--- src/rtl/kbd_mmio_pkg.sv ---
package kbd_mmio_pkg;

    localparam int BUS_W    = 16;
    localparam int CHAR_W   = 8;
    localparam int RDY_BIT  = 15;
    localparam int IEN_BIT  = 14;

    localparam logic [BUS_W-1:0] STAT_ADDR = 16'hFE00;
    localparam logic [BUS_W-1:0] DATA_ADDR = 16'hFE02;

    typedef enum logic [1:0] {
        HIT_NONE   = 2'd0,
        HIT_STATUS = 2'd1,
        HIT_DATA   = 2'd2
    } reg_hit_e;

    typedef struct packed {
        logic             ready;
        logic             ien;
        logic [CHAR_W-1:0] chr;
    } port_state_t;

    function automatic reg_hit_e decode_addr(input logic [BUS_W-1:0] a,
                                             input logic [BUS_W-1:0] sa,
                                             input logic [BUS_W-1:0] da);
        if (a == sa)      return HIT_STATUS;
        else if (a == da) return HIT_DATA;
        else              return HIT_NONE;
    endfunction

    function automatic logic [BUS_W-1:0] pack_status(input port_state_t s);
        logic [BUS_W-1:0] w;
        w = '0;
        w[RDY_BIT] = s.ready;
        w[IEN_BIT] = s.ien;
        return w;
    endfunction

    function automatic logic [BUS_W-1:0] pack_data(input port_state_t s);
        return {{(BUS_W-CHAR_W){1'b0}}, s.chr};
    endfunction

endpackage

--- src/rtl/kbd_addr_decode.sv ---
module kbd_addr_decode
    import kbd_mmio_pkg::*;
#(
    parameter int               ADDR_W = BUS_W,
    parameter logic [ADDR_W-1:0] S_ADDR = STAT_ADDR,
    parameter logic [ADDR_W-1:0] D_ADDR = DATA_ADDR
)(
    input  logic [ADDR_W-1:0] addr,
    input  logic              rd,
    input  logic              wr,
    output reg_hit_e          hit,
    output logic              rd_data,
    output logic              wr_status
);
    always_comb begin
        hit       = decode_addr(addr, S_ADDR, D_ADDR);
        rd_data   = rd && (hit == HIT_DATA);
        wr_status = wr && (hit == HIT_STATUS);
    end
endmodule

--- src/rtl/kbd_char_buffer.sv ---
module kbd_char_buffer
    import kbd_mmio_pkg::*;
#(
    parameter int CW = CHAR_W
)(
    input  logic          clk,
    input  logic          rst,
    input  logic          strobe,
    input  logic [CW-1:0] chr_in,
    input  logic          consume,
    output logic          ready,
    output logic [CW-1:0] chr_q
);
    logic accept;

    // A consuming read frees the slot in the same cycle a strobe may refill it.
    always_comb accept = strobe && (!ready || consume);

    always_ff @(posedge clk) begin
        if (rst) begin
            ready <= 1'b0;
            chr_q <= '0;
        end else begin
            if (accept) begin
                chr_q <= chr_in;
                ready <= 1'b1;
            end else if (consume) begin
                ready <= 1'b0;
            end
        end
    end

    p_capture_r3: assert property (@(posedge clk) disable iff (rst)
        (strobe && !ready) |=> (ready && chr_q == $past(chr_in)));

    p_lockout_r4: assert property (@(posedge clk) disable iff (rst)
        (ready && !consume) |=> (ready && $stable(chr_q)));

    p_clear_r5: assert property (@(posedge clk) disable iff (rst)
        (ready && consume && !strobe) |=> !ready);

    p_collide_r9: assert property (@(posedge clk) disable iff (rst)
        (ready && consume && strobe) |=> (ready && chr_q == $past(chr_in)));

    p_ready_src_r3: assert property (@(posedge clk) disable iff (rst)
        $rose(ready) |-> $past(strobe));
endmodule

--- src/rtl/kbd_ctrl_reg.sv ---
module kbd_ctrl_reg
    import kbd_mmio_pkg::*;
(
    input  logic clk,
    input  logic rst,
    input  logic wr_en,
    input  logic ien_in,
    output logic ien
);
    always_ff @(posedge clk) begin
        if (rst)        ien <= 1'b0;
        else if (wr_en) ien <= ien_in;
    end

    p_ien_hold_r7: assert property (@(posedge clk) disable iff (rst)
        !wr_en |=> $stable(ien));

    p_ien_load_r7: assert property (@(posedge clk) disable iff (rst)
        wr_en |=> (ien == $past(ien_in)));
endmodule

--- src/rtl/kbd_read_mux.sv ---
module kbd_read_mux
    import kbd_mmio_pkg::*;
(
    input  logic              rd,
    input  reg_hit_e          hit,
    input  port_state_t       st,
    output logic [BUS_W-1:0]  rdata,
    output logic              sel
);
    always_comb begin
        sel   = 1'b0;
        rdata = '0;
        if (rd) begin
            unique case (hit)
                HIT_STATUS: begin sel = 1'b1; rdata = pack_status(st); end
                HIT_DATA:   begin sel = 1'b1; rdata = pack_data(st);   end
                default:    begin sel = 1'b0; rdata = '0;              end
            endcase
        end
    end

    always_comb begin
        if (!sel) a_quiet_r1: assert (rdata == '0);
        if (sel)  a_sel_rd_r1: assert (rd);
    end
endmodule

--- src/rtl/kbd_mmio_port.sv ---
module kbd_mmio_port
    import kbd_mmio_pkg::*;
(
    input  logic              clk,
    input  logic              rst,
    input  logic [BUS_W-1:0]  bus_addr,
    input  logic              bus_rd,
    input  logic              bus_wr,
    input  logic [BUS_W-1:0]  bus_wdata,
    output logic [BUS_W-1:0]  bus_rdata,
    output logic              dev_sel,
    input  logic              key_strobe,
    input  logic [CHAR_W-1:0] key_char,
    output logic              kbd_enabled,
    output logic              irq
);
    reg_hit_e          hit;
    logic              rd_data;
    logic              wr_status;
    logic              ready;
    logic              ien;
    logic [CHAR_W-1:0] chr_q;
    port_state_t       st;
    logic              unused_wdata;

    assign unused_wdata = ^{bus_wdata[BUS_W-1:IEN_BIT+1], bus_wdata[IEN_BIT-1:0]};

    kbd_addr_decode u_dec (
        .addr      (bus_addr),
        .rd        (bus_rd),
        .wr        (bus_wr),
        .hit       (hit),
        .rd_data   (rd_data),
        .wr_status (wr_status)
    );

    kbd_char_buffer u_buf (
        .clk     (clk),
        .rst     (rst),
        .strobe  (key_strobe),
        .chr_in  (key_char),
        .consume (rd_data),
        .ready   (ready),
        .chr_q   (chr_q)
    );

    kbd_ctrl_reg u_ctl (
        .clk    (clk),
        .rst    (rst),
        .wr_en  (wr_status),
        .ien_in (bus_wdata[IEN_BIT]),
        .ien    (ien)
    );

    always_comb begin
        st.ready = ready;
        st.ien   = ien;
        st.chr   = chr_q;
    end

    kbd_read_mux u_mux (
        .rd    (bus_rd),
        .hit   (hit),
        .st    (st),
        .rdata (bus_rdata),
        .sel   (dev_sel)
    );

    always_comb begin
        irq         = ready && ien;
        kbd_enabled = !ready;
    end

    p_irq_status_r8: assert property (@(posedge clk) disable iff (rst)
        (bus_rd && bus_addr == STAT_ADDR) |-> (irq == (bus_rdata[RDY_BIT] && bus_rdata[IEN_BIT])));

    p_enable_status_r10: assert property (@(posedge clk) disable iff (rst)
        (bus_rd && bus_addr == STAT_ADDR) |-> (kbd_enabled == !bus_rdata[RDY_BIT]));

    p_status_zero_r6: assert property (@(posedge clk) disable iff (rst)
        (bus_rd && bus_addr == STAT_ADDR) |-> (bus_rdata[IEN_BIT-1:0] == '0));

    p_data_high_r5: assert property (@(posedge clk) disable iff (rst)
        (bus_rd && bus_addr == DATA_ADDR) |-> (bus_rdata[BUS_W-1:CHAR_W] == '0));

    p_sel_addr_r1: assert property (@(posedge clk) disable iff (rst)
        dev_sel |-> (bus_addr == STAT_ADDR || bus_addr == DATA_ADDR));

    p_ready_after_reset_r2: assert property (@(posedge clk)
        $past(rst) |-> (kbd_enabled && !irq));
endmodule

--- config.mk ---
export PLATFORM = sky130hd
export DESIGN_NAME = kbd_mmio_port
export DESIGN_NICKNAME = d
export VERILOG_FILES = /design/src/rtl/kbd_mmio_pkg.sv /design/src/rtl/kbd_addr_decode.sv /design/src/rtl/kbd_char_buffer.sv /design/src/rtl/kbd_ctrl_reg.sv /design/src/rtl/kbd_read_mux.sv /design/src/rtl/kbd_mmio_port.sv
export SDC_FILE = /design/constraint.sdc
export NUM_CORES = 1
export LEC_CHECK = 0
export BUFFER_PORTS_ARGS = -buffer_cell sky130_fd_sc_hd__buf_2
export CORE_UTILIZATION = 38
export DETAILED_ROUTE_END_ITERATION = 8
export HOLD_SLACK_MARGIN = 0.06
export MAX_ROUTING_LAYER = met4
export PLACE_DENSITY = 0.82
export SKIP_CTS_REPAIR_TIMING = 1
export SLEW_MARGIN = 20
export SYNTH_ARGS = -nofsm -noshare
export SYNTH_HDL_FRONTEND = slang
export SYNTH_SLANG_ARGS = --single-unit
export TNS_END_PERCENT = 50
--- constraint.sdc ---
create_clock -name clk -period 1.6 [get_ports clk]
set_clock_uncertainty 0.05 [all_clocks]
set_input_delay 0.24 -clock clk [delete_from_list [all_inputs] [get_ports clk]]
set_output_delay 0.24 -clock clk [all_outputs]
set_load 0.02 [all_outputs]
==> results of run 1 <==
==> cells by family after synthesis <==
group / after synthesis / synth area share, %
simple gates: 48 / 39.0
buf+inv: 17 / 12.5
compound gates: 20 / 22.9
flops: 10 / 25.1
other cells: 1 / 0.470
==> cells in the mapped netlist (2+ instances only) <==
cell      count  share of area [%]
dfxtp_1      10                 25
a32oi_1       8                8.8
nor3_1        2                1.3
and2_1        8                6.3
and4b_1       2                2.5
nor3b_1       8                7.5
inv_1         4                1.9
o311ai_2      2                4.1
nand2_1      18                8.5
o311ai_0      6                6.6
buf_4         7                6.6
==> layer usage <==
| metal | share of wire [%] | track usage (%) | vias up | routed length [µm] |
|---|---|---|---|---|
| li1 | - | - | 448 | - |
| met1 | 39 | 17.9 | 442 | 859 |
| met2 | 53 | 31.6 | 50 | 1160 |
| met3 | 5.8 | 3.40 | 5 | 127 |
| met4 | 2.5 | 11.7 | 0 | 54 |
| met5 | 0 | - | - | 0 |
==> stage by stage <==
stage	TNS [ns]	total power [µW]	utilization [%]	std cells	hold WS, ns
after floorplan	-0.0813	386	-	101	0.314
after global placement	-1.07	434	54.0	167	0.428
after detailed placement	-1.50	443	54.0	167	0.431
after CTS	-1.53	615	55.2	170	0.158
after global routing	-1.83	650	61.4	171	0.153
final	-1.30	619	61.4	171	0.153
==> layout make-up <==
cell class,count,area share (%)
multi-input cells,74,46.0
repair buffers,52,31.2
flip-flops and latches,10,16.6
well taps,27,2.80
clock buffers,3,1.87
inverters,5,1.56
==> cell usage in the layout, fill, tap and decap left out <==
master and count:
a21oi_1 1, a31o_2 1, a31oi_1 1, a32oi_1 8, and2_4 8, and3_4 1
and4b_1 2, and4b_4 1, buf_12 1, buf_2 29, buf_4 10, buf_6 12
clkbuf_4 3, clkinv_1 1, conb_1 6, dfxtp_1 10, inv_1 4, nand2_1 17
nand2_4 1, nand3_1 1, nand4_1 1, nand4_2 1, nor2_1 1, nor2b_1 1
nor3_2 2, nor3b_1 8, nor4_1 1, nor4b_2 1, nor4b_4 1, o21a_1 1
o311ai_0 6, o311ai_2 2
==> flip-flops by register name, indices dropped and copies added, names as in the netlist <==
name / flops
u_buf.chr_q: 8
u_buf.ready: 1
u_ctl.ien: 1
==> power by group <==
part / switching (µW) / internal, µW / total, µW
Sequential: 10.7 / 272 / 283
Clock: 86.6 / 87.0 / 174
Combinational: 85.9 / 76.3 / 162
==> worst paths after layout <==
check / from / cells past startpoint / slack, ns / end
setup / recovery: bus_addr[3] / 7 / -0.16 / bus_rdata[14]
hold / removal: key_strobe / 2 / 0.15 / u_buf.ready
setup reg to reg: u_buf.ready / 5 / 0.35 / u_buf.chr_q[5]
hold reg to reg: u_ctl.ien / 3 / 0.59 / u_ctl.ien
==> reports/results.ini, run 1 <==
[sta]
final.min_clock_period_ns=1.76
final.setup.worst_slack_ns=-0.165
finalHoldViolations=0
headroom_to_the_max_slew_limit_pct=64.7
finalCritPeriodShare_pct=110
rsz0062_at_grt=true
finalSetupViolCount=10
worst_slew_pin_slew_ns=0.528
max_clk_rate_mhz=567
slew_violations=0

[layout]
area_taken_by_multi_input_logic_gates_um2=554
finish.net_count=191
post-route-cell-area_um2=1200
area_growth_pct=50.9
drive_above_1_share_pct=51.4
fillCellCount=177
n_antenna_cell=0
seqCellArea_um2=200

[logic_synthesis]
synth.ff_latch_count=10
syn_inst=96
synth_area_um2=798
yosysUniqueCellTypes=32
ys_dominant_reg_cell=dfxtp_1
synth-async-reset-ratio_pct=0
synth_edf_count=0
average_instance_area_after_synthesis_um2=8.32
synth-warning-count=0
sequential_fraction_of_the_synthesis_area_pct=25.1

[drt]
drc=0
wire_length_after_detailed_routing_um=2200
wl_per_cell_um=12.9
drt.antenna.violating_nets=0
drtIter0Drc=21
detailedRoute.firstPassIterationCount=4
vias_per_cell=5.53
vias=945

[placement]
place_area_um2=1060
dp.final_hpwl_um=1500
dp_slack_ns=-0.161
gp_weighted_congestion=0.756
port_buffers=42

[clock_tree]
tritoncts=yes
numClockSinks=10
clkTransAtPathRegs_ns=0.06
h-tree-depth=1
root_buffer=clkbuf_4
clock_insertion_delay_worst_skew_ns=0.27
cts-buffers-inserted=3
cts_buffer_depth=2

[floorplan]
num_rows=16
initial_utilization_pct=40.7
die_h_um=47.8
chipWidth_um=47.8
number_of_i_o_pins=64
overall_die_area_um2=2290
core_area_um2=1960

[critical_path]
required_worst_endpoint_ns=1.31
timing.critical_path.fanout_max=3
cp_dominant_cell_by_count=buf_6
crit_path_end_kind=primary output
critPathKind=in -> out
timing.critical_path.arrival_ns=1.47
cpMaxStageDelayCell=nor4b_4
critical-path-top-delay-family=simple AND/OR/NAND/NOR gates
timing.critical_path.slowest_cell_delay_ns=0.31
timing.critical_path.buf_inv=3
critical_path.startpoint_type=input pin
crit_path_cell_trace=buf_6 > nor4b_4 > and4b_4 > buf_6 > nand2_4 > nor3_2 > buf_4

[global_route]
pin_count_of_the_biggest_net_entering_global_routing=18
grt_use_total_pct=18.0
globalRoute.totalOverflow=0
number_of_antenna_violations_at_the_first_check_in_global_routing=0
first_global_vias=698
global_route_wire_length_before_repair_um=2700

[min_path]
min-delay-path-class=in -> reg

[run_status]
run_status=finished with violations
violations_in_the_final_reports=setup timing

[power_and_ir_drop]
cellPowerDensity_nw_per_um2=514
p_leak_uw=0.000542
vdd_ir_drop_max_uv=218

[job]
max_cap_violations=0

Note: power is estimated with default switching activity, not from simulation.
==> run 2: changes to the inputs <==
- CORE_UTILIZATION: 38 -> 37
- PLACE_DENSITY: 0.82 -> 0.83
- SKIP_CTS_REPAIR_TIMING: 1 -> unset
- SKIP_LAST_GASP: unset -> 1
- SYNTH_HIERARCHICAL: unset -> 1
==> reports/results.ini, run 2 <==
[run_status]
run_status=finished with violations
violations_in_the_final_reports=setup timing

[drt]
drt.antenna.violating_nets=0  ; unchanged
wl_per_cell_um=12.3  ; -4.3%
met2WireLength_um=1020  ; -12%
wire_length_after_detailed_routing_um=1840  ; -17%
vias=717  ; -24%
route.layer.met1.wl_um=698  ; -19%
drtIter0Drc=9  ; -57%
wl_met3_um=72  ; -43%
top_signal_layer_used=met4
drc=0  ; unchanged
detailedRoute.firstPassIterationCount=4  ; unchanged
vias_per_cell=4.81  ; -13%

[logic_synthesis]
syn_inst=77  ; -20%
average_instance_area_after_synthesis_um2=9.60  ; +15%
synthMostInstantiatedCell=nand2b_1
yosysTopAreaCellShare_pct=27.1  ; +2.0 points
synth.largest_area_cell=dfxtp_1
synth.ff_latch_count=10  ; unchanged
ys_dominant_reg_cell=dfxtp_1
synth.cells.most_frequent=nand2b_1 (16), dfxtp_1 (10), mux2i_1 (9)
yosysUniqueCellTypes=23  ; -28%
sequential_fraction_of_the_synthesis_area_pct=27.1  ; +2.0 points
synth-warning-count=6  ; +6
synth_edf_count=0  ; unchanged
synth_area_um2=739  ; -7.4%
synth-async-reset-ratio_pct=0  ; unchanged
post_synth_main_area_contributors=dfxtp_1 (27%), nand2b_1 (14%), mux2i_1 (12%)

[layout]
number_of_flip_flops_in_the_largest_register=8  ; unchanged
area_growth_pct=44.3
largest_register=u_buf/chr_q
finish.net_count=172  ; -9.9%
fin_util_pct=59.2  ; -2.2 points
final-instance-count-excl-fill=149  ; -13%
fillCellCount=161  ; -9.0%
n_antenna_cell=0  ; unchanged
area_taken_by_multi_input_logic_gates_um2=503  ; -9.3%
largest_registers=u_buf/chr_q (8), u_buf/ready (1), u_ctl/ien (1)
post-route-cell-area_um2=1070  ; -11%
drive_above_1_share_pct=55.6  ; +4.3 points
commonest_cells_after_routing_fill_and_taps_aside=buf_2 (35), nand2b_1 (16), buf_4 (10), dfxtp_1 (10), mux2i_1 (9)
seqCellArea_um2=200  ; unchanged
final_common_cell=buf_2

[critical_path]
timing.critical_path.arrival_ns=1.77  ; +0.30 ns
worstSetupPathDepth=8  ; +1
critical_path.startpoint_type=input pin
setup.reg_to_reg.worst_slack_ns=0.61  ; +0.26 ns
cp-endpoint=bus_rdata[5]
required_worst_endpoint_ns=1.31  ; about the same
critPathKind=in -> out
cp-startpoint=bus_addr[0]
timing.critical_path.fanout_max=9  ; +6
r2r-end=u_buf/chr_q[2]
timing.critical_path.buf_inv=3  ; unchanged
timing.critical_path.slowest_cell_delay_ns=0.31  ; about the same
crit_path_cell_trace=buf_2 > nor4_4 > nand4_1 > nor2_2 > inv_2 > ha_4 > and4b_2 > buf_6
reg2regPathDepth=3  ; -2
crit-reg2reg-launch=u_buf/ready
crit_path_end_kind=primary output
cpMaxStageDelayCell=and4b_2
critical-path-top-delay-family=simple AND/OR/NAND/NOR gates

[sta]
finalHoldViolations=0  ; unchanged
rsz0062_at_grt=true
slew_violations=0  ; unchanged
max_clk_rate_mhz=484  ; -15%
finalCritPeriodShare_pct=129  ; +19 points
finalSetupViolCount=11  ; +1
final.min_clock_period_ns=2.06  ; +0.300 ns
final.setup.worst_slack_ns=-0.465  ; -0.300 ns

[floorplan]
num_rows=15  ; -1
number_of_i_o_pins=64  ; unchanged
overall_die_area_um2=2180  ; -4.7%
chipWidth_um=46.7  ; -2.4%
core_area_um2=1800  ; -8.2%
die_h_um=46.7  ; -2.4%
initial_utilization_pct=41.0  ; +0.35 points

[clock_tree]
clock_insertion_delay_worst_skew_ns=0.26  ; about the same
tritoncts=yes
clkTransAtPathRegs_ns=0.07  ; about the same
cts_buffer_depth=2  ; unchanged
cts-buffers-inserted=3  ; unchanged
numClockSinks=10  ; unchanged
h-tree-depth=1  ; unchanged
hold_buffers=0
root_buffer=clkbuf_4

[global_route]
grt_use_total_pct=19.2  ; +1.2 points
first_global_vias=714  ; +2.3%
global_route_wire_length_before_repair_um=2850  ; +5.6%
pin_count_of_the_biggest_net_entering_global_routing=19  ; +1
number_of_antenna_violations_at_the_first_check_in_global_routing=0  ; unchanged
globalRoute.totalOverflow=0  ; unchanged

[placement]
place_area_um2=991  ; -6.5%
port_buffers=42  ; unchanged
gp_weighted_congestion=0.775  ; +2.5%
dp.final_hpwl_um=1390  ; -7.6%
numPlacedInstances=143  ; -14%

[power_and_ir_drop]
cellPowerDensity_nw_per_um2=574  ; +12%
vdd_ir_drop_max_uv=449  ; +110%
p_leak_uw=0.000530  ; -2.0%

[job]
max_cap_violations=0  ; unchanged

[min_path]
min-delay-path-class=in -> reg

[run 2: cell count changes after synthesis, sizes merged, moves of 2 or more]
cell	delta
nor3b	-7
mux2i	+9
clkbuf	-2
ha	+2
nor2	+2
and4	+2
o311ai	-8
a32oi	-8
and3	+2
and4b	+5
nor3	-2
and2	-6
nand2	-18
nand2b	+16
[run 2: worst min path at each step]
stage,from,endpoint,slack [ns],cells after the start
6_report,key_strobe,u_buf/ready,0.16,3
3_5_place_dp,u_buf/chr_q[0],u_buf/chr_q[0],0.42,2
3_3_place_gp,u_buf/chr_q[2],u_buf/chr_q[2],0.40,2
2_1_floorplan,rst,u_ctl/ien,0.26,1
5_1_grt,key_strobe,u_buf/ready,0.18,3
4_1_cts,key_strobe,u_buf/ready,0.15,3
[run 2: cell type report]
cell class                      instances  share of cell area (%)
Clock buffer                            4                    3.40
Inverter                                4                    1.41
Multi-Input combinational cell         59                    47.1
Sequential cell                        10                    18.8
Tap cell                               25                    2.93
Timing Repair Buffer                   47                    26.4
[run 2: power breakdown]
| group | internal (µW) | total [µW] | switching [µW] |
|---|---|---|---|
| clock | 138 | 226 | 87.9 |
| combinational | 58.8 | 115 | 56.2 |
| sequential | 263 | 272 | 8.33 |
[run 2: through the flow]
step	hold WS, ns	worst slack, ns	total power, µW	setup TNS, ns
6_report	0.159	-0.465	613	-4.70
5_1_grt	0.180	-0.548	644	-5.54
3_5_place_dp	0.421	-0.425	392	-5.11
2_1_floorplan	0.262	-0.136	350	-1.21
3_3_place_gp	0.405	-0.362	388	-4.17
4_1_cts	0.152	-0.387	620	-3.81
[run 2: worst min-delay path, cell delays in order]
cell and delay (ns):
buf_2 0.09, a21oi_1 0.04, nor2_1 0.07
[run 2: metal layers]
layer	vias to the layer above	track usage [%]
li1	349	-
met1	342	19.6
met2	20	34.2
met3	6	3.14
met4	0	10.9
met5	-	-
[run 2: logic make-up (layout without fill, tap and decap cells)]
group | Yosys count | in the layout | share of synthesized area [%]
buffers and inverters | 13 | 55 | 12.2
other | 1 | 6 | 0.507
adders and majority gates | 2 | 2 | 3.38
muxes | 9 | 9 | 12.2
AOI/OAI and AO/OA | 2 | 2 | 2.20
and+or+nand+nor | 40 | 40 | 42.5
DFF | 10 | 10 | 27.1
[run 2: repair_timing]
item,4_1_cts,5_1_grt
pin swaps,4,0
gates resized for setup,7,4
cloned,0,0
setup endpoints to repair,11,11
buffers inserted,2,0
